$ cat config.mk
export PLATFORM = sky130hd
export DESIGN_NAME = page_walker
export DESIGN_NICKNAME = d
export VERILOG_FILES = /design/src/rtl/walk_pkg.sv /design/src/rtl/walk_dp.sv /design/src/rtl/walk_ctrl.sv /design/src/rtl/page_walker.sv
export SDC_FILE = /design/constraint.sdc
export NUM_CORES = 1
export LEC_CHECK = 0
export BUFFER_PORTS_ARGS = -buffer_cell sky130_fd_sc_hd__buf_2
export CAP_MARGIN = 25
export CORE_ASPECT_RATIO = 1.1
export CORE_MARGIN = 1
export CORE_UTILIZATION = 46
export CTS_BUF_LIST = sky130_fd_sc_hd__clkbuf_16
export CTS_CLUSTER_DIAMETER = 60
export DETAILED_ROUTE_END_ITERATION = 6
export GPL_TIMING_DRIVEN = 0
export PLACE_DENSITY = 0.72
export SYNTH_ARGS = -nofsm -noshare
export SYNTH_HDL_FRONTEND = slang
export SYNTH_SLANG_ARGS = --single-unit
$ cat constraint.sdc
create_clock -name clk -period 1.57 [get_ports clk]
set_clock_uncertainty 0.1 [all_clocks]
set_input_delay 0.157 -clock clk [delete_from_list [all_inputs] [get_ports clk]]
set_output_delay 0.157 -clock clk [all_outputs]
set_load 0.02 [all_outputs]
$ cat src/rtl/walk_pkg.sv
package walk_pkg;
  localparam int VA_W     = 32;
  localparam int OFF_W    = 12;
  localparam int IDX_W    = 10;
  localparam int FRAME_W  = VA_W - OFF_W;
  localparam int BIG_OFF  = OFF_W + IDX_W;
  localparam int BIG_W    = VA_W - BIG_OFF;
  localparam int ENT_W    = 32;

  localparam int B_PRES  = 0;
  localparam int B_WR    = 1;
  localparam int B_USER  = 2;
  localparam int B_ACC   = 5;
  localparam int B_DIRTY = 6;
  localparam int B_BIG   = 7;

  typedef enum logic [1:0] {
    FLT_NONE   = 2'd0,
    FLT_ABSENT = 2'd1,
    FLT_RSVD   = 2'd2,
    FLT_PRIV   = 2'd3
  } faultKind_t;

  typedef struct packed {
    logic idle;
    logic takeReq;
    logic takeDir;
    logic takeTbl;
    logic selTbl;
  } walkStrobe_t;

  typedef struct packed {
    logic present;
    logic permOk;
    logic largeMap;
    logic rsvdBad;
    logic needWb;
  } walkFlags_t;
endpackage

$ cat src/rtl/walk_dp.sv
module walk_dp
  import walk_pkg::*;
(
  input  logic               clk,
  input  logic               rst_n,
  input  walkStrobe_t        stb,
  input  logic               rootLoad,
  input  logic [FRAME_W-1:0] rootFrame,
  input  logic               largeEn,
  input  logic [VA_W-1:0]    reqVaddr,
  input  logic [1:0]         reqAccess,
  input  logic               reqUser,
  input  logic [ENT_W-1:0]   memRdata,
  output walkFlags_t         flags,
  output logic [VA_W-1:0]    memAddr,
  output logic [ENT_W-1:0]   memWdata,
  output logic [VA_W-1:0]    respPaddr
);
  logic [FRAME_W-1:0] rootReg;
  logic [VA_W-1:0]    vaddrQ;
  logic               isWrite;
  logic               isUser;
  logic               bigEnQ;
  logic               largeQ;
  logic [ENT_W-1:0]   dirQ;
  logic [ENT_W-1:0]   tblQ;
  logic               finalCur;
  logic               finalWb;
  logic [ENT_W-1:0]   wbBase;

  always_ff @(posedge clk) begin
    if (!rst_n) begin
      rootReg <= '0;
      vaddrQ  <= '0;
      isWrite <= 1'b0;
      isUser  <= 1'b0;
      bigEnQ  <= 1'b0;
      largeQ  <= 1'b0;
      dirQ    <= '0;
      tblQ    <= '0;
    end else begin
      if (rootLoad && stb.idle) rootReg <= rootFrame;
      if (stb.takeReq) begin
        vaddrQ  <= reqVaddr;
        isWrite <= (reqAccess == 2'b01);
        isUser  <= reqUser;
        bigEnQ  <= largeEn;
        largeQ  <= 1'b0;
      end
      if (stb.takeDir) begin
        dirQ   <= memRdata;
        largeQ <= flags.largeMap;
      end
      if (stb.takeTbl) tblQ <= memRdata;
    end
  end

  // Decision flags are taken from the entry arriving on the read port
  always_comb begin
    flags.present  = memRdata[B_PRES];
    flags.permOk   = !isUser || (memRdata[B_USER] && (!isWrite || memRdata[B_WR]));
    flags.largeMap = !stb.selTbl && bigEnQ && memRdata[B_BIG];
    flags.rsvdBad  = |memRdata[BIG_OFF-1:OFF_W];
    finalCur       = stb.selTbl || flags.largeMap;
    flags.needWb   = !memRdata[B_ACC] || (finalCur && isWrite && !memRdata[B_DIRTY]);
  end

  always_comb begin
    if (stb.selTbl)
      memAddr = {dirQ[ENT_W-1:OFF_W], vaddrQ[BIG_OFF-1:OFF_W], 2'b00};
    else
      memAddr = {rootReg, vaddrQ[VA_W-1:BIG_OFF], 2'b00};
    wbBase   = stb.selTbl ? tblQ : dirQ;
    finalWb  = stb.selTbl || largeQ;
    memWdata = wbBase;
    memWdata[B_ACC] = 1'b1;
    if (finalWb && isWrite) memWdata[B_DIRTY] = 1'b1;
    if (largeQ)
      respPaddr = {dirQ[ENT_W-1:BIG_OFF], vaddrQ[BIG_OFF-1:0]};
    else
      respPaddr = {tblQ[ENT_W-1:OFF_W], vaddrQ[OFF_W-1:0]};
  end

  AST_LARGE_NO_TABLE: assert property (@(posedge clk) disable iff (!rst_n)
    stb.selTbl |-> !largeQ);
endmodule

$ cat src/rtl/walk_ctrl.sv
module walk_ctrl
  import walk_pkg::*;
(
  input  logic        clk,
  input  logic        rst_n,
  input  logic        reqValid,
  input  logic        memAck,
  input  walkFlags_t  flags,
  output walkStrobe_t stb,
  output logic        reqReady,
  output logic        memReq,
  output logic        memWe,
  output logic        respValid,
  output logic        respFault,
  output logic [1:0]  respKind
);
  typedef enum logic [2:0] {
    S_IDLE, S_DIR_RD, S_DIR_WB, S_TBL_RD, S_TBL_WB, S_DONE
  } walkState_t;

  walkState_t state, nextState;
  faultKind_t kindQ, nextKind;
  logic       largeWalk, nextLarge;

  always_ff @(posedge clk) begin
    if (!rst_n) begin
      state     <= S_IDLE;
      kindQ     <= FLT_NONE;
      largeWalk <= 1'b0;
    end else begin
      state     <= nextState;
      kindQ     <= nextKind;
      largeWalk <= nextLarge;
    end
  end

  always_comb begin
    stb       = '0;
    memReq    = 1'b0;
    memWe     = 1'b0;
    nextState = state;
    nextKind  = kindQ;
    nextLarge = largeWalk;
    stb.idle  = (state == S_IDLE);
    case (state)
      S_IDLE: begin
        if (reqValid) begin
          stb.takeReq = 1'b1;
          nextKind    = FLT_NONE;
          nextLarge   = 1'b0;
          nextState   = S_DIR_RD;
        end
      end
      S_DIR_RD: begin
        memReq = 1'b1;
        if (memAck) begin
          stb.takeDir = 1'b1;
          nextLarge   = flags.largeMap;
          if (!flags.present) begin
            nextKind  = FLT_ABSENT;
            nextState = S_DONE;
          end else if (!flags.permOk) begin
            nextKind  = FLT_PRIV;
            nextState = S_DONE;
          end else if (flags.largeMap && flags.rsvdBad) begin
            nextKind  = FLT_RSVD;
            nextState = S_DONE;
          end else if (flags.needWb) begin
            nextState = S_DIR_WB;
          end else begin
            nextState = flags.largeMap ? S_DONE : S_TBL_RD;
          end
        end
      end
      S_DIR_WB: begin
        memReq = 1'b1;
        memWe  = 1'b1;
        if (memAck) nextState = largeWalk ? S_DONE : S_TBL_RD;
      end
      S_TBL_RD: begin
        memReq     = 1'b1;
        stb.selTbl = 1'b1;
        if (memAck) begin
          stb.takeTbl = 1'b1;
          if (!flags.present) begin
            nextKind  = FLT_ABSENT;
            nextState = S_DONE;
          end else if (!flags.permOk) begin
            nextKind  = FLT_PRIV;
            nextState = S_DONE;
          end else begin
            nextState = flags.needWb ? S_TBL_WB : S_DONE;
          end
        end
      end
      S_TBL_WB: begin
        memReq     = 1'b1;
        memWe      = 1'b1;
        stb.selTbl = 1'b1;
        if (memAck) nextState = S_DONE;
      end
      S_DONE:  nextState = S_IDLE;
      default: nextState = S_IDLE;
    endcase
  end

  assign reqReady  = (state == S_IDLE);
  assign respValid = (state == S_DONE);
  assign respFault = respValid && (kindQ != FLT_NONE);
  assign respKind  = respValid ? kindQ : FLT_NONE;

  AST_RESP_PULSE: assert property (@(posedge clk) disable iff (!rst_n)
    respValid |=> !respValid && reqReady);
  AST_REQ_HOLD: assert property (@(posedge clk) disable iff (!rst_n)
    memReq && !memAck |=> memReq && $stable(memWe));
  AST_ABSENT_STOPS: assert property (@(posedge clk) disable iff (!rst_n)
    (state == S_DIR_RD) && memAck && !flags.present |=> respValid && (respKind == FLT_ABSENT));
endmodule

$ cat src/rtl/page_walker.sv
module page_walker
  import walk_pkg::*;
(
  input  logic               clk,
  input  logic               rst_n,
  input  logic               rootLoad,
  input  logic [FRAME_W-1:0] rootFrame,
  input  logic               largeEn,
  input  logic               reqValid,
  output logic               reqReady,
  input  logic [VA_W-1:0]    reqVaddr,
  input  logic [1:0]         reqAccess,
  input  logic               reqUser,
  output logic               respValid,
  output logic               respFault,
  output logic [1:0]         respKind,
  output logic [VA_W-1:0]    respPaddr,
  output logic               memReq,
  output logic               memWe,
  output logic [VA_W-1:0]    memAddr,
  output logic [ENT_W-1:0]   memWdata,
  input  logic               memAck,
  input  logic [ENT_W-1:0]   memRdata
);
  walkStrobe_t stb;
  walkFlags_t  flags;

  walk_ctrl u_ctrl (
    .clk(clk), .rst_n(rst_n), .reqValid(reqValid), .memAck(memAck),
    .flags(flags), .stb(stb), .reqReady(reqReady), .memReq(memReq),
    .memWe(memWe), .respValid(respValid), .respFault(respFault),
    .respKind(respKind)
  );

  walk_dp u_dp (
    .clk(clk), .rst_n(rst_n), .stb(stb), .rootLoad(rootLoad),
    .rootFrame(rootFrame), .largeEn(largeEn), .reqVaddr(reqVaddr),
    .reqAccess(reqAccess), .reqUser(reqUser), .memRdata(memRdata),
    .flags(flags), .memAddr(memAddr), .memWdata(memWdata),
    .respPaddr(respPaddr)
  );

  AST_ADDR_STABLE: assert property (@(posedge clk) disable iff (!rst_n)
    memReq && !memAck |=> $stable(memAddr) && $stable(memWdata));
  AST_WB_ACCESSED: assert property (@(posedge clk) disable iff (!rst_n)
    memReq && memWe |-> memWdata[B_ACC]);
endmodule

==> results of run 1 <==
[cell usage after synthesis (2+ instances only)]
| cell type | number | area (µm²) |
|---|---|---|
| xnor2_1 | 2 | 17.5 |
| inv_1 | 2 | 7.51 |
| nand2_2 | 11 | 68.8 |
| buf_8 | 2 | 30.0 |
| nand2b_1 | 2 | 12.5 |
| o21ai_1 | 2 | 10.0 |
| mux2_2 | 20 | 225 |
| nand3b_1 | 2 | 15.0 |
| mux2i_1 | 2 | 20.0 |
| and2_1 | 6 | 37.5 |
| a21boi_0 | 25 | 188 |
| dfxtp_1 | 124 | 2480 |
| clkbuf_1 | 22 | 82.6 |
| a21boi_1 | 85 | 638 |
| buf_2 | 13 | 65.1 |
| and3_1 | 2 | 12.5 |
| nor2_1 | 6 | 22.5 |
| a21boi_2 | 10 | 113 |
| nand2_1 | 410 | 1540 |
| buf_4 | 30 | 225 |
| conb_1 | 2 | 7.51 |
| nor4_1 | 2 | 12.5 |
| a21oi_1 | 4 | 20.0 |
| buf_6 | 4 | 45.0 |
| nand3_1 | 9 | 45.0 |
| buf_1 | 2 | 7.51 |
[metrics by stage]
step / util / setup TNS, ns / hold WS [ns] / power (mW)
after detailed placement: 0.558 / -36.45 / 0.301 / 5.00
final: 0.822 / -58.55 / 0.0551 / 9.25
after CTS: 0.746 / -59.16 / 0.0238 / 8.71
after global placement: 0.558 / -34.69 / 0.297 / 4.98
after floorplan: - / -4.15 / 0.184 / 4.47
after global routing: 0.822 / -67.72 / 0.0820 / 9.50
[worst min path at each step]
stage | slack [ns] | cells after the start | start | endpoint
after floorplan | 0.18 | 2 | reqVaddr[18] | u_dp.vaddrQ[18]$_SDFFE_PN0P_
after global placement | 0.30 | 3 | reqVaddr[9] | u_dp.vaddrQ[9]$_SDFFE_PN0P_
after detailed placement | 0.30 | 3 | reqVaddr[23] | u_dp.vaddrQ[23]$_SDFFE_PN0P_
after CTS | 0.02 | 3 | reqValid | u_ctrl.state[2]$_SDFFE_PN0P_
after global routing | 0.08 | 3 | reqValid | u_ctrl.state[2]$_SDFFE_PN0P_
final | 0.06 | 3 | reqValid | u_ctrl.state[2]$_SDFFE_PN0P_
[area by class of cell]
type	instances	area, µm²	area share
inverters	3	13.8	0.00127
plain buffers	70	701	0.0648
clock inverters	13	48.8	0.00451
flip-flops and latches	124	2500	0.231
diodes	2	5.00	0.000463
repair buffers	325	2990	0.276
multi-input cells	627	3930	0.364
clock buffers	17	425	0.0393
well taps	161	201	0.0186
[layer usage]
layer | share of wire | GRT usage | vias up
li1 | - | - | 3321
met2 | 0.51 | 0.568 | 429
met5 | 0 | 0 | -
met4 | 0.046 | 0.174 | 0
met1 | 0.37 | 0.365 | 3470
met3 | 0.076 | 0.0613 | 121
[placed cells by master, fill, tap and decap left out, types with 2 or more instances in the layout]
master,count
nand2_1,300
dfxtp_1,120
buf_6,111
buf_2,107
dlygate4sd3_1,88
nand2_2,87
a21boi_1,79
nand2_4,34
buf_4,32
a21boi_2,28
clkbuf_16,23
buf_8,21
mux2_4,20
clkbuf_1,13
a21boi_0,13
inv_1,8
buf_12,7
clkinv_1,7
clkbuf_8,6
nand3_1,6
nor2_4,5
and2_4,4
a21oi_1,4
dfxtp_4,4
clkbuf_2,3
conb_1,3
diode_2,2
nor2_1,2
nor4_1,2
nand2b_1,2
and2_1,2
nand3b_1,2
nand3_4,2
mux2i_1,2
[cells by family after synthesis]
kind of cell | count (synthesis) | share of synthesized area
mux | 22 | 0.0398
buf+inv | 76 | 0.0757
xor+xnor | 2 | 0.00284
other cells | 2 | 0.00122
simple gates | 459 | 0.299
flops | 124 | 0.403
compound gates | 140 | 0.178
[power by group]
group	switching (mW)	internal (mW)	total [mW]	leakage, nW
combinational	1.26	1.22	2.48	3.82
sequential	0.151	3.32	3.47	1.01
clock	1.39	1.91	3.30	0.252
total	2.80	6.45	9.25	5.08
[worst max-delay path, delay by kind of cell, from the launching register on]
kind | cells | cell delay, ns
AO/OA/AOI/OAI | 2 | 0.55
AND/OR/NAND/NOR | 1 | 0.19
buffers and inverters | 3 | 0.41
flip-flops | 1 | 0.37
[timing repair]
action	4_1_cts	5_1_grt
pin swaps	9	64
endpoints found under the setup margin	208	212
endpoints found under the hold margin	119	0
buffers inserted	19	12
hold buffers	88	0
gates resized for setup	282	243
cloned	9	10
[registers in the layout (all words and copies together) (netlist names)]
name and cells:
u_dp.isUser 1, u_dp.dirQ 31, u_dp.rootReg 20, u_dp.vaddrQ 32, u_ctrl.largeWalk 1, u_ctrl.state 3, u_ctrl.kindQ 2, u_dp.tblQ 31
u_dp.largeQ 1, u_dp.isWrite 1, u_dp.bigEnQ 1
==> results_dict.tcl, run 1 <==
set metrics [dict create \
    syn_inst 825 \
    die_width_um 112 \
    synth_edf_count 0 \
    drive_gt1_frac 0.433 \
    gp_congestion 0.862 \
    ys_async_sr_fraction 0 \
    outcome "finished, violations left" \
    cts.sinks 124 \
    min_period_over_period 1.40 \
    place_ws_ns -0.373 \
    relSlewSlack 0.573 \
    dieArea_um2 13900 \
    setup_slack_ns -0.631 \
    crit_path_end_kind "output port" \
    r2r_slack_ns -0.34 \
    postLayoutCellArea_um2 10800 \
    initial_core_util 0.468 \
    dp.cells 1177 \
    fin_cells 1342 \
    p_leak_nw 5.08 \
    critPathMaxStageDelay_ns 0.37 \
    ys_types 50 \
    drc 6 \
    cp-endpoint "memWdata[6]" \
    viasPerCell 5.47 \
    critical_path.max_fanout 5 \
    grt_pass1_vias 6678 \
    antenna_found_initial 2 \
    dp_hpwl_um 13400 \
    clock-root-buffer "clkbuf_16" \
    routed_wl_um 25500 \
    tightest_slew_ns 0.641 \
    reg2reg_depth 11 \
    fmax_mhz 454 \
    ys_ff_latch 124 \
    drt-initial-drc-count 633 \
    clock_latency_ns 0.43 \
    netlist_area_um2 6160 \
    r2r-start "u_ctrl.state[0]$_SDFFE_PN0P_" \
    htree_levels 4 \
    fill_cells 724 \
    place_area_um2 7340 \
    grt_max_degree 17 \
    synth-seq-area-share 0.403 \
    ys.warnings.count 0 \
    power.density_nw_per_um2 855 \
    die_h_um 123 \
    period_minus_slack_ns 2.20 \
    setup_viol 203 \
    violations "DRC, setup timing" \
    ir_worst_vdd_mv 0.768 \
    cts_made_buffers 17 \
    syn_avg_cell_area_um2 7.47 \
    maxCapViolCount 0 \
    dr.pass1.iters 7 \
    grt_first_pass_wirelength_um 33800 \
    hold_violations 0 \
    area_growth_pct 75.4 \
    cts_tree "built" \
    fin_nets 1261 \
    cp_cell_sequence "buf_6 -> and3b_4 -> a21o_4 -> buf_12 -> o32a_1 -> buf_6" \
    rows 44 \
    reg2reg_to "u_dp.dirQ[11]$_SDFFE_PN0P_" \
    drv_slew 0 \
    worstPathArrival_ns 1.94 \
    wl_per_cell_um 19.0 \
    ioPinCount 196 \
    track_usage 0.320 \
    hold_path.class "input port to register" \
    startpoint "u_ctrl.state[0]$_SDFFE_PN0P_" \
    vias 7341 \
    slowest_stage "dfxtp_4" \
    worstPathRequired_ns 1.31 \
    clockBufferDepth 2 \
    path_class "register to output port" \
    overflow 0 \
    core_um2 13200 \
    io_buffers 190 \
    cts.clk_slew.worst_paths_ns 0.06 \
    ys.flop_type "dfxtp_1" \
    start_kind "register" \
    crit_top_cell "buf_6" \
    ant_nets 0 \
    rsz0062_at_grt "true" \
]
(Power assumes the default switching activity.)
==> run 2: changes to the inputs <==
--- a/config.mk
+++ b/config.mk
@@ -14,6 +14,7 @@
 export CTS_CLUSTER_DIAMETER = 60
 export DETAILED_ROUTE_END_ITERATION = 6
 export GPL_TIMING_DRIVEN = 0
+export HOLD_SLACK_MARGIN = 0.08
 export PLACE_DENSITY = 0.72
 export SYNTH_ARGS = -nofsm -noshare
 export SYNTH_HDL_FRONTEND = slang
==> run 2 against run 1 <==
  * The flow still finishes with violations (DRC, setup timing)
  * Fmax decreased by 0.35%
  * Utilization increased by 0.12 points
  * Critical path type unchanged
  * Combinational power about the same
  * First-iteration DRC count is 0.95% higher
  * Via count is essentially flat
  * Worst setup slack worse by 0.0076 ns
  * Largest power group unchanged
  * Count of clock-buffer cells in the layout did not move
  * Final cell count rose by 0.15%
==> results_dict.tcl, run 2 (synthesized netlist as in run 1, its figures left out) <==
set metrics [dict create \
    clockBufferDepth 2 \
    grt_max_degree 17 \
    violations "DRC, setup timing" \
    top_register "u_dp.vaddrQ" \
    cts_made_buffers 17 \
    rows 44 \
    grt_pass1_vias 6671 \
    outcome "finished, violations left" \
    combPwrFrac 0.268 \
    fmax_mhz 453 \
    grt_first_pass_wirelength_um 33800 \
    worstPathRequired_ns 1.31 \
    overflow 0 \
    r2r_slack_ns -0.34 \
    routed.top_layer "met4" \
    hold_violations 0 \
    power.share.clock 0.356 \
    power.density_nw_per_um2 854 \
    setup_viol 203 \
    relSlewSlack 0.571 \
    initial_core_util 0.468 \
    path_class "register to output port" \
    critical_path.max_fanout 5 \
    crit_path_end_kind "output port" \
    tightest_slew_ns 0.643 \
    seqPwrFrac 0.376 \
    cts.sinks 124 \
    met1Wirelength_um 9350 \
    intPower_mw 6.45 \
    total_power_mw 9.24 \
    area_growth_pct 75.7 \
    setup_slack_ns -0.639 \
    period_minus_slack_ns 2.21 \
    drc 1 \
    fill_cells 719 \
    multiInputGateArea_um2 3930 \
    start_kind "register" \
    drv_slew 0 \
    ir_worst_vdd_mv 0.777 \
    register_area_um2 2500 \
    clock_latency_ns 0.44 \
    largest_register_ffs 32 \
    finish.utilization 0.823 \
    antenna_found_initial 2 \
    drive_gt1_frac 0.432 \
    worstPathArrival_ns 1.95 \
    cts_tree "built" \
    dp_hpwl_um 13400 \
    hold_path.class "input port to register" \
    fin_setup_tns_ns -58.87 \
    dieArea_um2 13900 \
    gp_congestion 0.862 \
    maxCapViolCount 0 \
    dp.cells 1177 \
    io_buffers 190 \
    rsz0062_at_grt "true" \
    fin_nets 1263 \
    dr.pass1.iters 7 \
    routed_wl_um 25600 \
    swShare 0.302 \
    final_cell_mix "nand2_1, dfxtp_1, buf_6" \
    min_period_over_period 1.41 \
    wl_per_cell_um 19.0 \
    clock-root-buffer "clkbuf_16" \
    finalHoldWorstSlack_ns 0.149 \
    power_switching_mw 2.79 \
    wl_met3_um 1920 \
    vias 7337 \
    die_width_um 112 \
    top_regs "u_dp.vaddrQ x32, u_dp.dirQ x31, u_dp.tblQ x31" \
    routed-wl-met2_um 13100 \
    drt-initial-drc-count 639 \
    final_common_cell "nand2_1" \
    track_usage 0.320 \
    ant_nets 0 \
    core_um2 13200 \
    p_leak_nw 5.09 \
    fin_cells 1344 \
    ioPinCount 196 \
    htree_levels 4 \
    viasPerCell 5.46 \
    cts.clk_slew.worst_paths_ns 0.05 \
    die_h_um 123 \
]
[run 2: final cells by class]
type                            instances  area share
Sequential cell                       124       0.231
Clock buffer                           17      0.0393
Inverter                                3     0.00127
Buffer                                 70      0.0647
Antenna cell                            2    0.000462
Multi-Input combinational cell        627       0.363
Clock inverter                         13     0.00451
Tap cell                              161      0.0186
Timing Repair Buffer                  327       0.278
[run 2: path summary, 6_finish.rpt]
| path | end | start | cells past startpoint |
|---|---|---|---|
| setup / recovery | memWdata[6] | u_ctrl.state[0]$_SDFFE_PN0P_ | 6 |
| hold / removal | u_dp.largeQ$_SDFFE_PN0P_ | memRdata[7] | 4 |
| setup reg to reg | u_dp.dirQ[12]$_SDFFE_PN0P_ | u_ctrl.state[0]$_SDFFE_PN0P_ | 11 |
| hold reg to reg | u_dp.vaddrQ[5]$_SDFFE_PN0P_ | u_dp.vaddrQ[5]$_SDFFE_PN0P_ | 2 |
[run 2: through the flow]
stage	area, µm²	setup WS, ns
after global placement	7340	-0.378
after floorplan	6180	-0.0806
final	10800	-0.639
after detailed placement	7340	-0.373
after CTS	9830	-0.559
after global routing	10800	-0.672
[run 2: repair_timing]
item / 4_1_cts / 5_1_grt
hold buffers: 90 / 0
buffers inserted: 19 / 12
endpoints found under the hold margin: 121 / 0
resized for setup: 282 / 242
pin swaps: 9 / 63
gates cloned: 9 / 10
setup endpoints to repair: 208 / 212
[run 2: power groups by stage]
stage          Sequential (mW)  Clock (mW)  Combinational (mW)
2_1_floorplan             3.46           0                1.00
3_5_place_dp              3.50           0                1.50
4_1_cts                   3.44        3.25                2.02
5_1_grt                   3.48        3.42                2.61
3_3_place_gp              3.49           0                1.49
6_report                  3.47        3.29                2.48
[run 2: critical path, cell delays in order (launching register included)]
cell and delay (ns):
dfxtp_4 0.36, buf_6 0.12, and3b_4 0.19, a21o_4 0.21
buf_12 0.14, o32a_1 0.34, buf_6 0.16
[run 2: per-layer routing]
layer / track usage / up-vias
li1: - / 3332
met1: 0.365 / 3441
met2: 0.571 / 446
met3: 0.0613 / 118
met4: 0.173 / 0
met5: 0 / -
==> run 3: changes to the inputs <==
--- a/config.mk
+++ b/config.mk
@@ -9,13 +9,14 @@
 export CAP_MARGIN = 25
 export CORE_ASPECT_RATIO = 1.1
 export CORE_MARGIN = 1
-export CORE_UTILIZATION = 46
+export CORE_UTILIZATION = 51
 export CTS_BUF_LIST = sky130_fd_sc_hd__clkbuf_16
 export CTS_CLUSTER_DIAMETER = 60
+export CTS_CLUSTER_SIZE = 10
 export DETAILED_ROUTE_END_ITERATION = 6
 export GPL_TIMING_DRIVEN = 0
 export HOLD_SLACK_MARGIN = 0.08
-export PLACE_DENSITY = 0.72
+export PLACE_DENSITY = 0.76
 export SYNTH_ARGS = -nofsm -noshare
 export SYNTH_HDL_FRONTEND = slang
 export SYNTH_SLANG_ARGS = --single-unit
==> constraint.sdc (replaced) <==
create_clock -name clk -period 2.5 [get_ports clk]
set_clock_uncertainty 0.1 [all_clocks]
set_input_delay 0.75 -clock clk [delete_from_list [all_inputs] [get_ports clk]]
set_output_delay 0.75 -clock clk [all_outputs]
set_load 0.02 [all_outputs]
==> run 3 against run 2 <==
  * The run ends with setup timing left
  * Sequential power decreased by 38%
  * Sequential cell count unchanged
  * Register-to-register slack improved by 1.0 ns
  * Hold slack improved by 0.20 ns
  * Combinational power decreased by 58%
  * Power decreased by 40%
  * Utilization decreased by 11 points
  * Critical path type unchanged
==> results_dict.tcl, run 3 (synthesized netlist as in run 1, its figures left out) <==
set metrics [dict create \
    period_minus_slack_ns 2.73 \
    dr.pass1.iters 5 \
    routed_wl_um 18300 \
    routed.top_layer "met4" \
    swShare 0.281 \
    initial_core_util 0.529 \
    top_register "u_dp.vaddrQ" \
    overflow 0 \
    holdBufCountCts 0 \
    power_switching_mw 1.55 \
    die_h_um 117 \
    r2r-start "u_ctrl.state[0]$_SDFFE_PN0P_" \
    critical_path.max_fanout 8 \
    clock_latency_ns 0.41 \
    p_leak_nw 3.85 \
    critPathTopFamily "buffers and inverters" \
    rows 41 \
    rsz0062_at_grt "true" \
    final_common_cell "nand2_1" \
    fill_cells 988 \
    drive_gt1_frac 0.331 \
    start_kind "register" \
    drt-initial-drc-count 349 \
    reg2reg_depth 7 \
    intPower_mw 3.98 \
    drv_slew 0 \
    min_period_over_period 1.09 \
    dp.cells 1166 \
    critPathMaxStageDelay_ns 0.36 \
    vias 6171 \
    hold_end "u_dp.tblQ[7]$_SDFFE_PN0P_" \
    worstPathRequired_ns 1.65 \
    tightest_slew_ns 0.659 \
    hold_violations 0 \
    track_usage 0.299 \
    ioPinCount 196 \
    cts_made_buffers 17 \
    slowest_stage "dfxtp_4" \
    outcome "finished, violations left" \
    combPwrFrac 0.190 \
    ant_nets 0 \
    grt_max_degree 17 \
    holdPathStages 2 \
    relSlewSlack 0.561 \
    grt_first_pass_wirelength_um 29400 \
    crit_top_cell "buf_6" \
    core_um2 11600 \
    hp-start "u_dp.tblQ[7]$_SDFFE_PN0P_" \
    ir_worst_vdd_mv 0.357 \
    path_class "register to output port" \
    violations "setup timing" \
    final_cell_mix "nand2_1, buf_2, dfxtp_1" \
    wl_met3_um 1020 \
    cts.clk_slew.worst_paths_ns 0.06 \
    gp_congestion 0.912 \
    hold_path.class "register to register" \
    cp_cell_sequence "buf_6 -> and3b_4 -> a21o_1 -> buf_6 -> nor2_4 -> nor2_2 -> o32a_1 -> buf_6" \
    r2r_slack_ns 0.67 \
    n_antenna_cell 0 \
    register_area_um2 2490 \
    power.share.clock 0.419 \
    dieArea_um2 12500 \
    fin_nets 1133 \
    routed-wl-met2_um 8990 \
    path_buf_inv 3 \
    largest_register_ffs 32 \
    multiInputGateArea_um2 3280 \
    setup_slack_ns -0.230 \
    clockBufferDepth 2 \
    clock-root-buffer "clkbuf_16" \
    reg2reg_to "u_dp.dirQ[17]$_SDFFE_PN0P_" \
    drc 0 \
    htree_levels 4 \
    dp_hpwl_um 13100 \
    viasPerCell 5.13 \
    seqPwrFrac 0.391 \
    area_growth_pct 35.3 \
    cts_tree "built" \
    crit_path_end_kind "output port" \
    power.density_nw_per_um2 663 \
    antenna_found_initial 0 \
    top_regs "u_dp.vaddrQ x32, u_dp.dirQ x31, u_dp.tblQ x31" \
    grt_pass1_vias 6058 \
    die_width_um 107 \
    met1Wirelength_um 7850 \
    cts.sinks 124 \
    fin_cells 1203 \
    wl_per_cell_um 15.2 \
    setup_viol 62 \
    fmax_mhz 366 \
    worstPathArrival_ns 1.88 \
    io_buffers 190 \
    place_ws_ns -0.167 \
    maxCapViolCount 0 \
    finalHoldWorstSlack_ns 0.350 \
]
==> run 3: power by group through the flow <==
stage	combinational [mW]	clock [mW]	sequential (mW)
2_1_floorplan	0.627	0	2.17
3_3_place_gp	0.929	0	2.19
3_5_place_dp	0.936	0	2.20
4_1_cts	1.04	2.33	2.15
5_1_grt	1.14	2.44	2.17
6_report	1.05	2.32	2.16
==> run 3: timing repair <==
item | 4_1_cts | 5_1_grt
resized for setup | 128 | 18
setup buffers | 6 | 1
endpoints found under the setup margin | 80 | 65
pin swaps | 5 | 3
==> run 3: how the worst max path moves through the flow <==
stage / from / to / cells after the start
after floorplan: u_ctrl.state[1]$_SDFFE_PN0P_ / respFault / 5
after global placement: u_ctrl.state[0]$_SDFFE_PN0P_ / memWdata[31] / 7
final: u_ctrl.state[0]$_SDFFE_PN0P_ / memWdata[6] / 8
after global routing: u_ctrl.state[0]$_SDFFE_PN0P_ / memWdata[6] / 8
after CTS: u_ctrl.state[2]$_SDFFE_PN0P_ / memAddr[6] / 8
after detailed placement: u_ctrl.state[0]$_SDFFE_PN0P_ / memWdata[7] / 7
==> run 3: metal layers <==
| metal | vias up | track usage |
|---|---|---|
| li1 | 3072 | - |
| met1 | 2842 | 0.364 |
| met2 | 223 | 0.516 |
| met3 | 34 | 0.0589 |
| met4 | 0 | 0.110 |
| met5 | - | 0 |
==> run 3: metrics by stage <==
stage               cell area, µm²   util  TNS (ns)  power [mW]
global placement              7310  0.627     -3.84        3.12
detailed placement            7310  0.627     -4.10        3.13
global route                  8340  0.716    -15.36        5.75
floorplan                     6170      -         0        2.80
finish                        8340  0.716    -10.20        5.53
CTS                           8310  0.713    -11.46        5.53
==> run 3: cell type report <==
cell class,instances,area share
flip-flops and latches,124,0.299
inverters,3,0.00165
clock inverters,15,0.0160
repair buffers,196,0.151
plain buffers,72,0.0664
multi-input cells,626,0.393
well taps,150,0.0225
clock buffers,17,0.0510
==> run 3: worst reg2reg max path: stages (launching register included) <==
cell      delay, ns
dfxtp_4        0.36
buf_6          0.12
buf_4          0.15
and2b_2        0.24
nand3_1        0.24
buf_2          0.30
nand2_1        0.10
a21boi_1       0.15
